<file path="config.mk">
export PLATFORM = sky130hd
export DESIGN_NAME = lt_eq_ctrl
export DESIGN_NICKNAME = d
export VERILOG_FILES = /design/src/rtl/lt_pkg.sv /design/src/rtl/lt_coef_reg.sv /design/src/rtl/lt_wait_timer.sv /design/src/rtl/lt_eq_ctrl.sv
export SDC_FILE = /design/constraint.sdc
export NUM_CORES = 1
export LEC_CHECK = 0
export ABC_AREA = 1
export BUFFER_PORTS_ARGS = -buffer_cell sky130_fd_sc_hd__buf_2
export CORE_MARGIN = 2
export CORE_UTILIZATION = 24
export CTS_BUF_LIST = sky130_fd_sc_hd__clkbuf_16
export DETAILED_ROUTE_END_ITERATION = 10
export GPL_ROUTABILITY_DRIVEN = 1
export GPL_TIMING_DRIVEN = 0
export PLACE_DENSITY = 0.37
export SLEW_MARGIN = 40
export SYNTH_ARGS = -nofsm -noshare
export SYNTH_HDL_FRONTEND = slang
export SYNTH_SLANG_ARGS = --single-unit
</file>
<file path="constraint.sdc">
create_clock -name clk -period 5.4 [get_ports clk]
set_input_delay 0.54 -clock clk [delete_from_list [all_inputs] [get_ports clk]]
set_output_delay 0.54 -clock clk [all_outputs]
set_load 0.02 [all_outputs]
</file>
<file path="src/rtl/lt_pkg.sv">
package lt_pkg;

   localparam logic [1:0] CMD_HOLD = 2'b00;
   localparam logic [1:0] CMD_INC  = 2'b01;
   localparam logic [1:0] CMD_DEC  = 2'b10;

   localparam logic [1:0] TAP_MAIN = 2'd0;
   localparam logic [1:0] TAP_POST = 2'd1;
   localparam logic [1:0] TAP_PRE  = 2'd2;

   typedef enum logic [2:0] {
      ST_IDLE, ST_EVAL, ST_REQW, ST_APPLY, ST_ACK, ST_DONE, ST_FAIL, ST_OVR
   } lt_state_e;

endpackage

</file>
<file path="src/rtl/lt_coef_reg.sv">
module lt_coef_reg #(
   parameter int CW   = 6,
   parameter int INIT = 0
) (
   input  logic          clk,
   input  logic          rst_n,
   input  logic          load_en,
   input  logic [CW-1:0] load_val,
   input  logic          step_en,
   input  logic [1:0]    cmd,
   input  logic [CW-1:0] lo,
   input  logic [CW-1:0] hi,
   output logic [CW-1:0] q,
   output logic          hit
);
   import lt_pkg::*;

   logic [CW-1:0] nxt;

   always_comb begin
      nxt = q;
      hit = 1'b0;
      case (cmd)
         CMD_INC: begin
            nxt = (q >= hi) ? hi : q + 1'b1;
            hit = (nxt == hi);
         end
         CMD_DEC: begin
            nxt = (q <= lo) ? lo : q - 1'b1;
            hit = (nxt == lo);
         end
         default: begin
            nxt = q;
            hit = 1'b0;
         end
      endcase
   end

   always_ff @(posedge clk or negedge rst_n) begin
      if (!rst_n)       q <= CW'(INIT);
      else if (load_en) q <= load_val;
      else if (step_en) q <= nxt;
   end

   // a step never wraps past the bound
   assert_inc_no_wrap_R3: assert property (@(posedge clk) disable iff (!rst_n)
      (step_en && !load_en && cmd == CMD_INC && q < hi) |=> (q > $past(q)));
   assert_dec_no_wrap_R3: assert property (@(posedge clk) disable iff (!rst_n)
      (step_en && !load_en && cmd == CMD_DEC && q > lo) |=> (q < $past(q)));

endmodule

</file>
<file path="src/rtl/lt_wait_timer.sv">
module lt_wait_timer #(
   parameter int TW = 16
) (
   input  logic          clk,
   input  logic          rst_n,
   input  logic          clr,
   input  logic          run,
   input  logic [TW-1:0] limit,
   output logic          expire
);
   logic [TW-1:0] cnt;

   assign expire = run && (limit != '0) && (cnt == limit - 1'b1);

   always_ff @(posedge clk or negedge rst_n) begin
      if (!rst_n)                                 cnt <= '0;
      else if (clr)                               cnt <= '0;
      else if (run && limit != '0 && !expire)     cnt <= cnt + 1'b1;
   end

   // the count never runs past the deadline
   assert_cnt_below_limit_R9: assert property (@(posedge clk) disable iff (!rst_n)
      (run && !clr && limit != '0 && $stable(limit)) |=> (cnt < limit));

endmodule

</file>
<file path="src/rtl/lt_eq_ctrl.sv">
module lt_eq_ctrl #(
   parameter int CW         = 6,
   parameter int TW         = 16,
   parameter int HOLD_LIMIT = 3,
   parameter int MAIN_INIT  = 40,
   parameter int POST_INIT  = 0,
   parameter int PRE_INIT   = 0
) (
   input  logic          clk,
   input  logic          rst_n,
   input  logic          train_start,
   input  logic          daisy_en,
   input  logic [CW-1:0] coef_min,
   input  logic [CW-1:0] coef_max,
   input  logic [TW-1:0] timeout_cyc,
   input  logic          ber_valid,
   input  logic [1:0]    ber_cmd,
   output logic          out_req_valid,
   output logic [1:0]    out_req_cmd,
   output logic [1:0]    out_req_tap,
   output logic          out_req_fwd,
   input  logic          in_req_valid,
   input  logic [1:0]    in_req_cmd,
   output logic          ack_o,
   output logic          rc_start,
   output logic [CW-1:0] rc_main,
   output logic [CW-1:0] rc_post,
   output logic [CW-1:0] rc_pre,
   output logic [1:0]    rc_tap,
   input  logic          rc_done,
   input  logic          ovr_en,
   input  logic          proc_wr,
   input  logic [CW-1:0] proc_main,
   input  logic [CW-1:0] proc_post,
   input  logic [CW-1:0] proc_pre,
   input  logic [1:0]    proc_tap,
   output logic          train_done,
   output logic          train_fail
);
   import lt_pkg::*;

   localparam int NTAP = 3;
   localparam int HW   = $clog2(HOLD_LIMIT + 1);

   if (CW < 2) begin : g_bad_cw
      $error("lt_eq_ctrl: CW must be at least 2");
   end
   if (HOLD_LIMIT < 1) begin : g_bad_hold
      $error("lt_eq_ctrl: HOLD_LIMIT must be at least 1");
   end
   if (MAIN_INIT >= (1 << CW) || POST_INIT >= (1 << CW) || PRE_INIT >= (1 << CW))
   begin : g_bad_init
      $error("lt_eq_ctrl: an initial coefficient does not fit CW bits");
   end

   lt_state_e     state_q, state_d;
   logic [1:0]    tap_q, rc_tap_q;
   logic [HW-1:0] hold_q, hold_inc;
   logic          adv_q, adv_d;
   logic [CW-1:0] coef_q [NTAP];
   logic [CW-1:0] proc_v [NTAP];
   logic [3:0]    hit_w;
   logic          idle_like, go_train, go_ovr, waiting, event_w, expire, step_fire, is_hold;

   assign idle_like = (state_q == ST_IDLE) || (state_q == ST_DONE) || (state_q == ST_FAIL);
   assign go_train  = idle_like && !ovr_en && train_start;
   assign go_ovr    = idle_like && ovr_en && proc_wr;
   assign waiting   = (state_q == ST_EVAL) || (state_q == ST_REQW) || (state_q == ST_APPLY);
   assign event_w   = (state_q == ST_EVAL  && ber_valid)    ||
                      (state_q == ST_REQW  && in_req_valid) ||
                      (state_q == ST_APPLY && rc_done);
   assign step_fire = (state_q == ST_REQW) && in_req_valid;
   assign is_hold   = (in_req_cmd != CMD_INC) && (in_req_cmd != CMD_DEC);
   assign hold_inc  = hold_q + 1'b1;
   assign adv_d     = hit_w[tap_q] || (is_hold && hold_inc == HW'(HOLD_LIMIT));

   assign proc_v[0] = proc_main;
   assign proc_v[1] = proc_post;
   assign proc_v[2] = proc_pre;
   assign hit_w[3]  = 1'b0;

   for (genvar g = 0; g < NTAP; g++) begin : g_coef
      localparam int INIT_G = (g == 0) ? MAIN_INIT : (g == 1) ? POST_INIT : PRE_INIT;
      lt_coef_reg #(.CW(CW), .INIT(INIT_G)) u_coef (
         .clk      (clk),
         .rst_n    (rst_n),
         .load_en  (go_train || go_ovr),
         .load_val (go_ovr ? proc_v[g] : CW'(INIT_G)),
         .step_en  (step_fire && tap_q == 2'(g)),
         .cmd      (in_req_cmd),
         .lo       (coef_min),
         .hi       (coef_max),
         .q        (coef_q[g]),
         .hit      (hit_w[g])
      );
   end

   lt_wait_timer #(.TW(TW)) u_timer (
      .clk    (clk),
      .rst_n  (rst_n),
      .clr    (state_d != state_q),
      .run    (waiting && !event_w),
      .limit  (timeout_cyc),
      .expire (expire)
   );

   always_comb begin
      state_d = state_q;
      case (state_q)
         ST_IDLE, ST_DONE, ST_FAIL: begin
            if (go_train)    state_d = ST_EVAL;
            else if (go_ovr) state_d = ST_OVR;
         end
         ST_EVAL:  if (ber_valid)    state_d = ST_REQW;  else if (expire) state_d = ST_FAIL;
         ST_REQW:  if (in_req_valid) state_d = ST_APPLY; else if (expire) state_d = ST_FAIL;
         ST_APPLY: if (rc_done)      state_d = ST_ACK;   else if (expire) state_d = ST_FAIL;
         ST_ACK:   state_d = (adv_q && tap_q == TAP_PRE) ? ST_DONE : ST_EVAL;
         ST_OVR:   if (rc_done)      state_d = ST_IDLE;
         default:  state_d = ST_IDLE;
      endcase
   end

   always_ff @(posedge clk or negedge rst_n) begin
      if (!rst_n) begin
         state_q       <= ST_IDLE;
         tap_q         <= TAP_MAIN;
         hold_q        <= '0;
         adv_q         <= 1'b0;
         rc_tap_q      <= TAP_MAIN;
         out_req_valid <= 1'b0;
         out_req_cmd   <= CMD_HOLD;
         out_req_tap   <= TAP_MAIN;
         out_req_fwd   <= 1'b0;
      end else begin
         state_q       <= state_d;
         out_req_valid <= (state_q == ST_EVAL) && ber_valid;
         if (state_q == ST_EVAL && ber_valid) begin
            out_req_cmd <= ber_cmd;
            out_req_tap <= tap_q;
            out_req_fwd <= daisy_en;
         end
         if (go_train) begin
            tap_q  <= TAP_MAIN;
            hold_q <= '0;
         end
         if (go_ovr) rc_tap_q <= (proc_tap == 2'd3) ? TAP_PRE : proc_tap;
         if (step_fire) begin
            adv_q    <= adv_d;
            rc_tap_q <= tap_q;
            if (is_hold) hold_q <= hold_inc;
         end
         if (state_q == ST_ACK && adv_q && tap_q != TAP_PRE) begin
            tap_q  <= tap_q + 1'b1;
            hold_q <= '0;
         end
      end
   end

   assign rc_start   = (state_q == ST_APPLY) || (state_q == ST_OVR);
   assign ack_o      = (state_q == ST_ACK);
   assign train_done = (state_q == ST_DONE);
   assign train_fail = (state_q == ST_FAIL);
   assign rc_main    = coef_q[0];
   assign rc_post    = coef_q[1];
   assign rc_pre     = coef_q[2];
   assign rc_tap     = rc_tap_q;

   // strobe held until the reconfiguration side answers
   assert_start_held_R6: assert property (@(posedge clk) disable iff (!rst_n)
      (rc_start && !rc_done) |=> rc_start);
   // request and acknowledge are single-cycle pulses
   assert_req_single_R5: assert property (@(posedge clk) disable iff (!rst_n)
      out_req_valid |=> !out_req_valid);
   assert_ack_single_R5: assert property (@(posedge clk) disable iff (!rst_n)
      ack_o |=> !ack_o);
   // done and fail exclusive
   assert_done_fail_excl_R8: assert property (@(posedge clk) disable iff (!rst_n)
      !(train_done && train_fail));
   // failure is entered only from a wait
   assert_fail_from_wait_R9: assert property (@(posedge clk) disable iff (!rst_n)
      $rose(train_fail) |-> $past(waiting));
   // tap code in range while strobing
   assert_tap_range_R4: assert property (@(posedge clk) disable iff (!rst_n)
      rc_start |-> (rc_tap != 2'd3));

endmodule

</file>
==> metrics.md, run 1 <==
| Metric | Value |
|---|---|
| P_leak | `3.33 nW` |
| Via/cell ratio | `4.71` |
| Clk buf depth | `2` |
| Drt total wl | `22400 µm` |
| Share of cells above drive strength 1 | `15.5%` |
| Metal3 WL | `841 µm` |
| Height of the die | `161 µm` |
| Synth top area share | `20.2%` |
| Post-synth cell types | `between 40 and 50` |
| Power density over the cells | `508 nW/µm²` |
| Largest net degree at the start of global routing | `51` |
| Global-route wire length before repair | `35000 µm` |
| Antenna Nets Post-Route | `0` |
| Clk sinks | `50` |
| Synth Net Count | `1027` |
| Full die area | `about 26000 µm²` |
| Starting density of the core | `24.5%` |
| Post-Syn Area | `approximately 6000 µm²` |
| Met2 wire len | `9790 µm` |
| Setup violations, final | `0` |
| Crit end category | `flop` |
| Area Overhead vs Synth | `17.3%` |
| Reg-to-reg setup timing slack | `approximately 2300 ps` |
| GRT overflow | `0` |
| Root Driver | `clkbuf_16` |
| RR Endpoint | `g_coef[1].u_coef.q[2]` |
| Rel. slew slack | `around three fifths` |
| WP data required | `5540 ps` |
| Initial antenna violation count | `0` |
| M1 wire length | `11500 µm` |
| Critical path startpoint category | `flop` |
| Routability Congestion | `0.838` |
| Clock skew | `a little under 4 ps` |
| Mapped Cells | `around 920` |
| IO Count | `91` |
| Max Cap Viol | `0` |
| Critical Path Fanout Max | `10` |
| Pre-antenna DRT Iters | `5` |
| Layout fillers | `around 2700` |
| Reg2reg start | `g_coef[1].u_coef.q[0]` |
| GRT Overall Usage | `17.4%` |
| Clk_lat worst skew | `300 ps` |
| Arrival @ worst endpoint | `3260 ps` |
| Depth of the CTS H-tree | `2` |
| N_diodes | `0` |
| VDD IR-drop max | `0.000215 V` |
| Max-slew violation count | `0` |
| Final nets | `1124` |
| Top_reg_cell synth | `dfrtp_1` |
| DR iter-0 viols | `400` |
| # rows | `57` |
| Sequential area share after synthesis | `21.1%` |
| Most frequent cell after synthesis | `nand2_1` |
| Reg2Reg Depth | `12` |
| Number of synthesized flops with an enable pin | `0` |
| Final period util | `57.8%` |
| Commonest cells in the netlist | `nand2_1, nor2_1, inv_1, nand3_1, ha_1` |
| TritonCTS Buffers | `5` |
| Horiz. Die Dim | `161 µm` |
| Post-Syn Area per Cell | `6.50 µm²` |
| Post-cts resize count | `0` |
| Clock period minus worst slack | `3120 ps` |
| Actual slew at the worst max-slew pin | `620 ps` |
| Max layer used | `met4` |
| Top cell type by total area after synthesis | `dfrtp_1` |
| Hold Crit Class | `in -> async` |
| Dpl hpwl | `17500 µm` |
| Number of remaining DRC errors | `0` |
| Final hold vios | `0` |
| Fmax | `~320 MHz` |
| Routed vias | `6287` |
| Seq cells post-synth | `50` |
| CTS tree | `yes` |
| Kind of critical path | `reg -> reg` |
| Setup TNS | `0 ps` |
| Outcome | `finished, final reports clean` |
| Post-CTS setup repair buffer count | `0` |
| Vias in the first global route | `just over 6000` |
| Top cells by area, synth | `dfrtp_1, nand2_1, ha_1` |
| DR WL/cell | `about 17 µm` |
| Pwr Total | `0.00354 W` |
| Synth Warn # | `0` |
| Hold buffers post-CTS | `0` |
| Unrepaired setup endpoints after global routing | `no` |
| Core Area | `~24000 µm²` |
| Number of I/O port buffers | `90` |
| Reg clk slew, reported paths | `around 70 ps` |
| Post-synth ARST share | `100%` |
-- worst max-delay path, cell delays in order, from the launching register on --
cell and delay, ps:
dfrtp_1 360, clkbuf_1 300, inv_1 220, ha_1 230, o21bai_1 130, nand3_1 80
o211ai_1 80, nand2_1 230, inv_1 160, clkbuf_1 350, nor2_1 70, o311ai_0 550
a31oi_1 190
-- flip-flops by register name, summed over array words and instances, names as in the netlist --
signal,flops
rc_tap,2
tap_q,2
adv_q,1
out_req_cmd,2
out_req_fwd,1
out_req_valid,1
out_req_tap,2
hold_q,2
u_timer.cnt,16
state_q,3
g_coef.u_coef.q,18
-- layout make-up --
type	count	area [µm²]	share of cell area, %
sequential	50	1250	18.0
multi-input combinational	730	4170	59.8
timing repair buffer	90	457	6.54
tap	324	405	5.81
inverter	110	413	5.92
clock buffer	5	125	1.79
clock inverter	2	38.8	0.556
buffer	25	114	1.63
-- layer usage --
layer  global-route usage [%]  up-vias
li1                         -     3251
met3                     2.00       19
met1                     25.5     2876
met2                     27.5      141
met5                        0        -
met4                     3.45        0
-- metrics by stage --
step | util [%] | area, µm² | cells | setup slack (ps) | hold WS [ps]
after floorplan | - | 5950 | 915 | 2860 | 244
after global placement | 28.0 | 6810 | 1329 | 2040 | 464
after detailed placement | 28.0 | 6810 | 1329 | 2060 | 465
after CTS | 28.7 | 6970 | 1336 | 2240 | 332
after global routing | 28.7 | 6980 | 1336 | 1960 | 232
final | 28.7 | 6980 | 1336 | 2280 | 189
-- how the worst max path moves through the flow --
stage                     cells after the start  slack, ps             startpoint                     to
after floorplan                              17       2860  g_coef[2].u_coef.q[0]                  adv_q
after global placement                       13       2040            coef_min[5]  g_coef[1].u_coef.q[2]
after detailed placement                     17       2060            coef_max[3]                  adv_q
after CTS                                    17       2240  g_coef[2].u_coef.q[0]                  adv_q
after global routing                         12       1960  g_coef[1].u_coef.q[0]  g_coef[1].u_coef.q[2]
final                                        12       2280  g_coef[1].u_coef.q[0]  g_coef[1].u_coef.q[2]
-- kinds of logic after synthesis --
family / after synthesis / share of synthesized area (%)
xor+xnor: 45 / 6.62
flops: 50 / 21.1
buf+inv: 135 / 8.83
compound gates: 151 / 15.5
simple gates: 483 / 37.2
fa+ha+maj: 51 / 10.7
-- placed cells by master (no fill, tap or decap), types with 12 or more instances in the layout --
cell      count
o211ai_1     24
inv_1       102
xor2_1       31
ha_1         51
o21ai_0      41
dfrtp_1      48
nand4_1      14
buf_2        92
nor3_2       12
nand3_1      84
nand2_1     208
nor2_1      105
clkbuf_1     18
xnor2_1      14
a21oi_1      45
nor3_1       24
-- where the power goes --
group          internal [W]  total (W)  switching [W]
clock network      0.000218   0.000380       0.000163
logic              0.000827    0.00247        0.00165
registers          0.000499   0.000691       0.000192
total               0.00154    0.00354        0.00200
No activity file was read; power rests on OpenSTA's default activity.
==> run 2, diff against run 1 <==
==> constraint.sdc (replaced) <==
create_clock -name clk -period 3.07 [get_ports clk]
set_input_delay 0.307 -clock clk [delete_from_list [all_inputs] [get_ports clk]]
set_output_delay 0.307 -clock clk [all_outputs]
set_load 0.02 [all_outputs]
==> run 2 against run 1 <==
  * Total power is 76% higher
  * Critical endpoint is now adv_q
  * Sequential share of layout area hardly changed
  * Critical path depth is 4 higher
  * Largest cell class unchanged
  * Largest power group unchanged
  * Die area stayed put
==> metrics.md, run 2 (synthesis results as in run 1) <==
| Metric | Value |
|---|---|
| Outcome | `finished, final reports clean` |
| Hold Crit Class | `in -> reg` |
| Slowest Stage Delay on Critical Path | `560 ps (about the same)` |
| Dpl hpwl | `17500 µm (unchanged)` |
| Crit path launch | `g_coef[2].u_coef.q[0]` |
| Clk sinks | `50 (unchanged)` |
| Power density over the cells | `891 nW/µm² (+75%)` |
| Max Cap Viol | `0 (unchanged)` |
| Worst hold path startpoint | `ber_cmd[1]` |
| Horiz. Die Dim | `161 µm (unchanged)` |
| # rows | `57 (unchanged)` |
| Layout fillers | `2711 (+0.037%)` |
| Commonest non-fill, non-tap cell in the layout | `nand2_1` |
| Area after DPL | `6810 µm² (unchanged)` |
| Crit path cell chain | `inv_1, ha_1, nand2_1, or3_1, nand2_1, clkbuf_2, nor2_1, nand2_1, nand3_1, nor2_1, nand3b_1, nand3_1, nand3_1, nand2_1, nand2_1, nand2_1` |
| Clock skew | `4.08 ps (+0.113 ps)` |
| Pre-antenna DRT Iters | `5 (unchanged)` |
| Final nets | `1122 (-0.18%)` |
| Reg clk slew, reported paths | `70 ps (about the same)` |
| Final period util | `90.2% (+32 points)` |
| Final hold vios | `0 (unchanged)` |
| Setup violations, final | `0 (unchanged)` |
| Clk_lat worst skew | `300 ps (about the same)` |
| Setup WS pre-CTS | `-57.9 ps (-2120 ps)` |
| IO Count | `91 (unchanged)` |
| Drt total wl | `22400 µm (-0.16%)` |
| Clock period minus worst slack | `2770 ps (-353 ps)` |
| WP data required | `3320 ps (-2220 ps)` |
| Height of the die | `161 µm (unchanged)` |
| Largest net degree at the start of global routing | `51 (unchanged)` |
| Max-slew violation count | `0 (unchanged)` |
| Share of cells above drive strength 1 | `16.0% (+0.53 points)` |
| Unrepaired setup endpoints after global routing | `no` |
| Reg2reg start | `g_coef[2].u_coef.q[0]` |
| Arrival @ worst endpoint | `3020 ps (-240 ps)` |
| Rel. slew slack | `56.5% (-1.7 points)` |
| Fmax | `361 MHz (+13%)` |
| Initial antenna violation count | `0 (unchanged)` |
| Full die area | `26100 µm² (unchanged)` |
| Root Driver | `clkbuf_16` |
| Post-Layout Cell Count | `1334 (-0.15%)` |
| Vias in the first global route | `6113 (unchanged)` |
| Actual slew at the worst max-slew pin | `653 ps (+32.7 ps)` |
| Max reg flops | `18 (unchanged)` |
| Area Overhead vs Synth | `17.3% (about the same)` |
| Routed vias | `6262 (-0.40%)` |
| Final instance area | `6980 µm² (about the same)` |
| Post-CTS setup repair buffer count | `0 (unchanged)` |
| Via/cell ratio | `4.69 (-0.25%)` |
| Reg with most FFs | `g_coef.u_coef.q` |
| Clk buf depth | `2 (unchanged)` |
| Worst hold stages | `3` |
| Reg-to-reg setup timing slack | `300 ps (-1980 ps)` |
| P_leak | `3.34 nW (+0.50%)` |
| Critical path startpoint category | `flop` |
| Crit end category | `flop` |
| Number of remaining DRC errors | `0 (unchanged)` |
| Global-route wire length before repair | `35000 µm (unchanged)` |
| Starting density of the core | `24.5% (unchanged)` |
| Number of I/O port buffers | `90 (unchanged)` |
| Worst Hold Path EP | `out_req_cmd[1]` |
| Post-layout worst setup margin | `302 ps (-1980 ps)` |
| Commonest non-fill, non-tap cells in the layout | `nand2_1, nor2_1, inv_1, buf_2, nand3_1` |
| Antenna Nets Post-Route | `0 (unchanged)` |
| RR Endpoint | `adv_q` |
| Top Registers | `g_coef.u_coef.q: 18 flops, u_timer.cnt: 16 flops, state_q: 3 flops` |
| VDD IR-drop max | `0.000378 V (+76%)` |
| Placed cells | `1329 (unchanged)` |
| Slowest stage cell, crit path | `dfrtp_1` |
| Core Area | `24300 µm² (unchanged)` |
| Critical Path Fanout Max | `10 (unchanged)` |
| N_diodes | `0 (unchanged)` |
| DR WL/cell | `16.8 µm (about the same)` |
| Setup TNS | `0 ps (unchanged)` |
| Layout Utilization | `28.7% (about the same)` |
| Crit path top cell by count | `nand2_1` |
| GRT overflow | `0 (unchanged)` |
| Routability Congestion | `0.838 (unchanged)` |
| DR iter-0 viols | `374 (-6.5%)` |
| GRT Overall Usage | `17.4% (unchanged)` |
| Depth of the CTS H-tree | `2 (unchanged)` |
| Kind of critical path | `reg -> reg` |
| CTS tree | `yes` |
| TritonCTS Buffers | `5 (unchanged)` |
| Reg2Reg Depth | `16 (+4)` |
[run 2: worst max path at each step]
stage / slack (ps) / end / cells after the start
finish: 300 / adv_q / 16
global route: 50 / g_coef[2].u_coef.q[2] / 14
CTS: 40 / adv_q / 18
detailed placement: -60 / adv_q / 17
global placement: -90 / adv_q / 17
floorplan: 530 / adv_q / 17
[run 2: power by group]
part | switching, W | leakage (nW) | internal [W]
registers | 0.000382 | 0.630 | 0.000877
clock network | 0.000287 | 0.0799 | 0.000383
logic | 0.00283 | 2.63 | 0.00146
[run 2: stage by stage]
stage / hold WS [ps] / power [W]
5_1_grt: 194 / 0.00690
6_report: 193 / 0.00622
4_1_cts: 99.1 / 0.00629
3_3_place_gp: 464 / 0.00560
3_5_place_dp: 435 / 0.00557
2_1_floorplan: 11.4 / 0.00427
[run 2: area by class of cell]
type | instances | area [µm²] | share of cell area [%]
tap | 324 | 405 | 5.81
timing repair buffer | 91 | 467 | 6.68
clock inverter | 2 | 38.8 | 0.555
inverter | 110 | 413 | 5.91
multi-input combinational | 730 | 4170 | 59.7
buffer | 22 | 109 | 1.56
clock buffer | 5 | 125 | 1.79
sequential | 50 | 1250 | 18.0
[run 2: routing by layer]
layer	GRT usage [%]	up-vias	routed length (µm)
met5	0	-	0
met4	3.45	0	244
met3	2.00	17	893
met2	27.5	135	9760
met1	25.5	2866	11500
li1	-	3244	-
[run 2: critical path, delay by kind of cell, from the launching register on]
kind,cells,cell delay [ps]
adders and majority gates,1,310
buffers and inverters,2,440
DFF,1,560
and+or+nand+nor,13,1400
[run 2: what timing repair did]
item / in CTS / in global routing
endpoints found under the setup margin: 2 / 9
hold endpoints to repair: 0 / 2
resized for setup: 2 / 9
hold buffers: 0 / 1
cloned: 0 / 0
pin swaps: 0 / 0
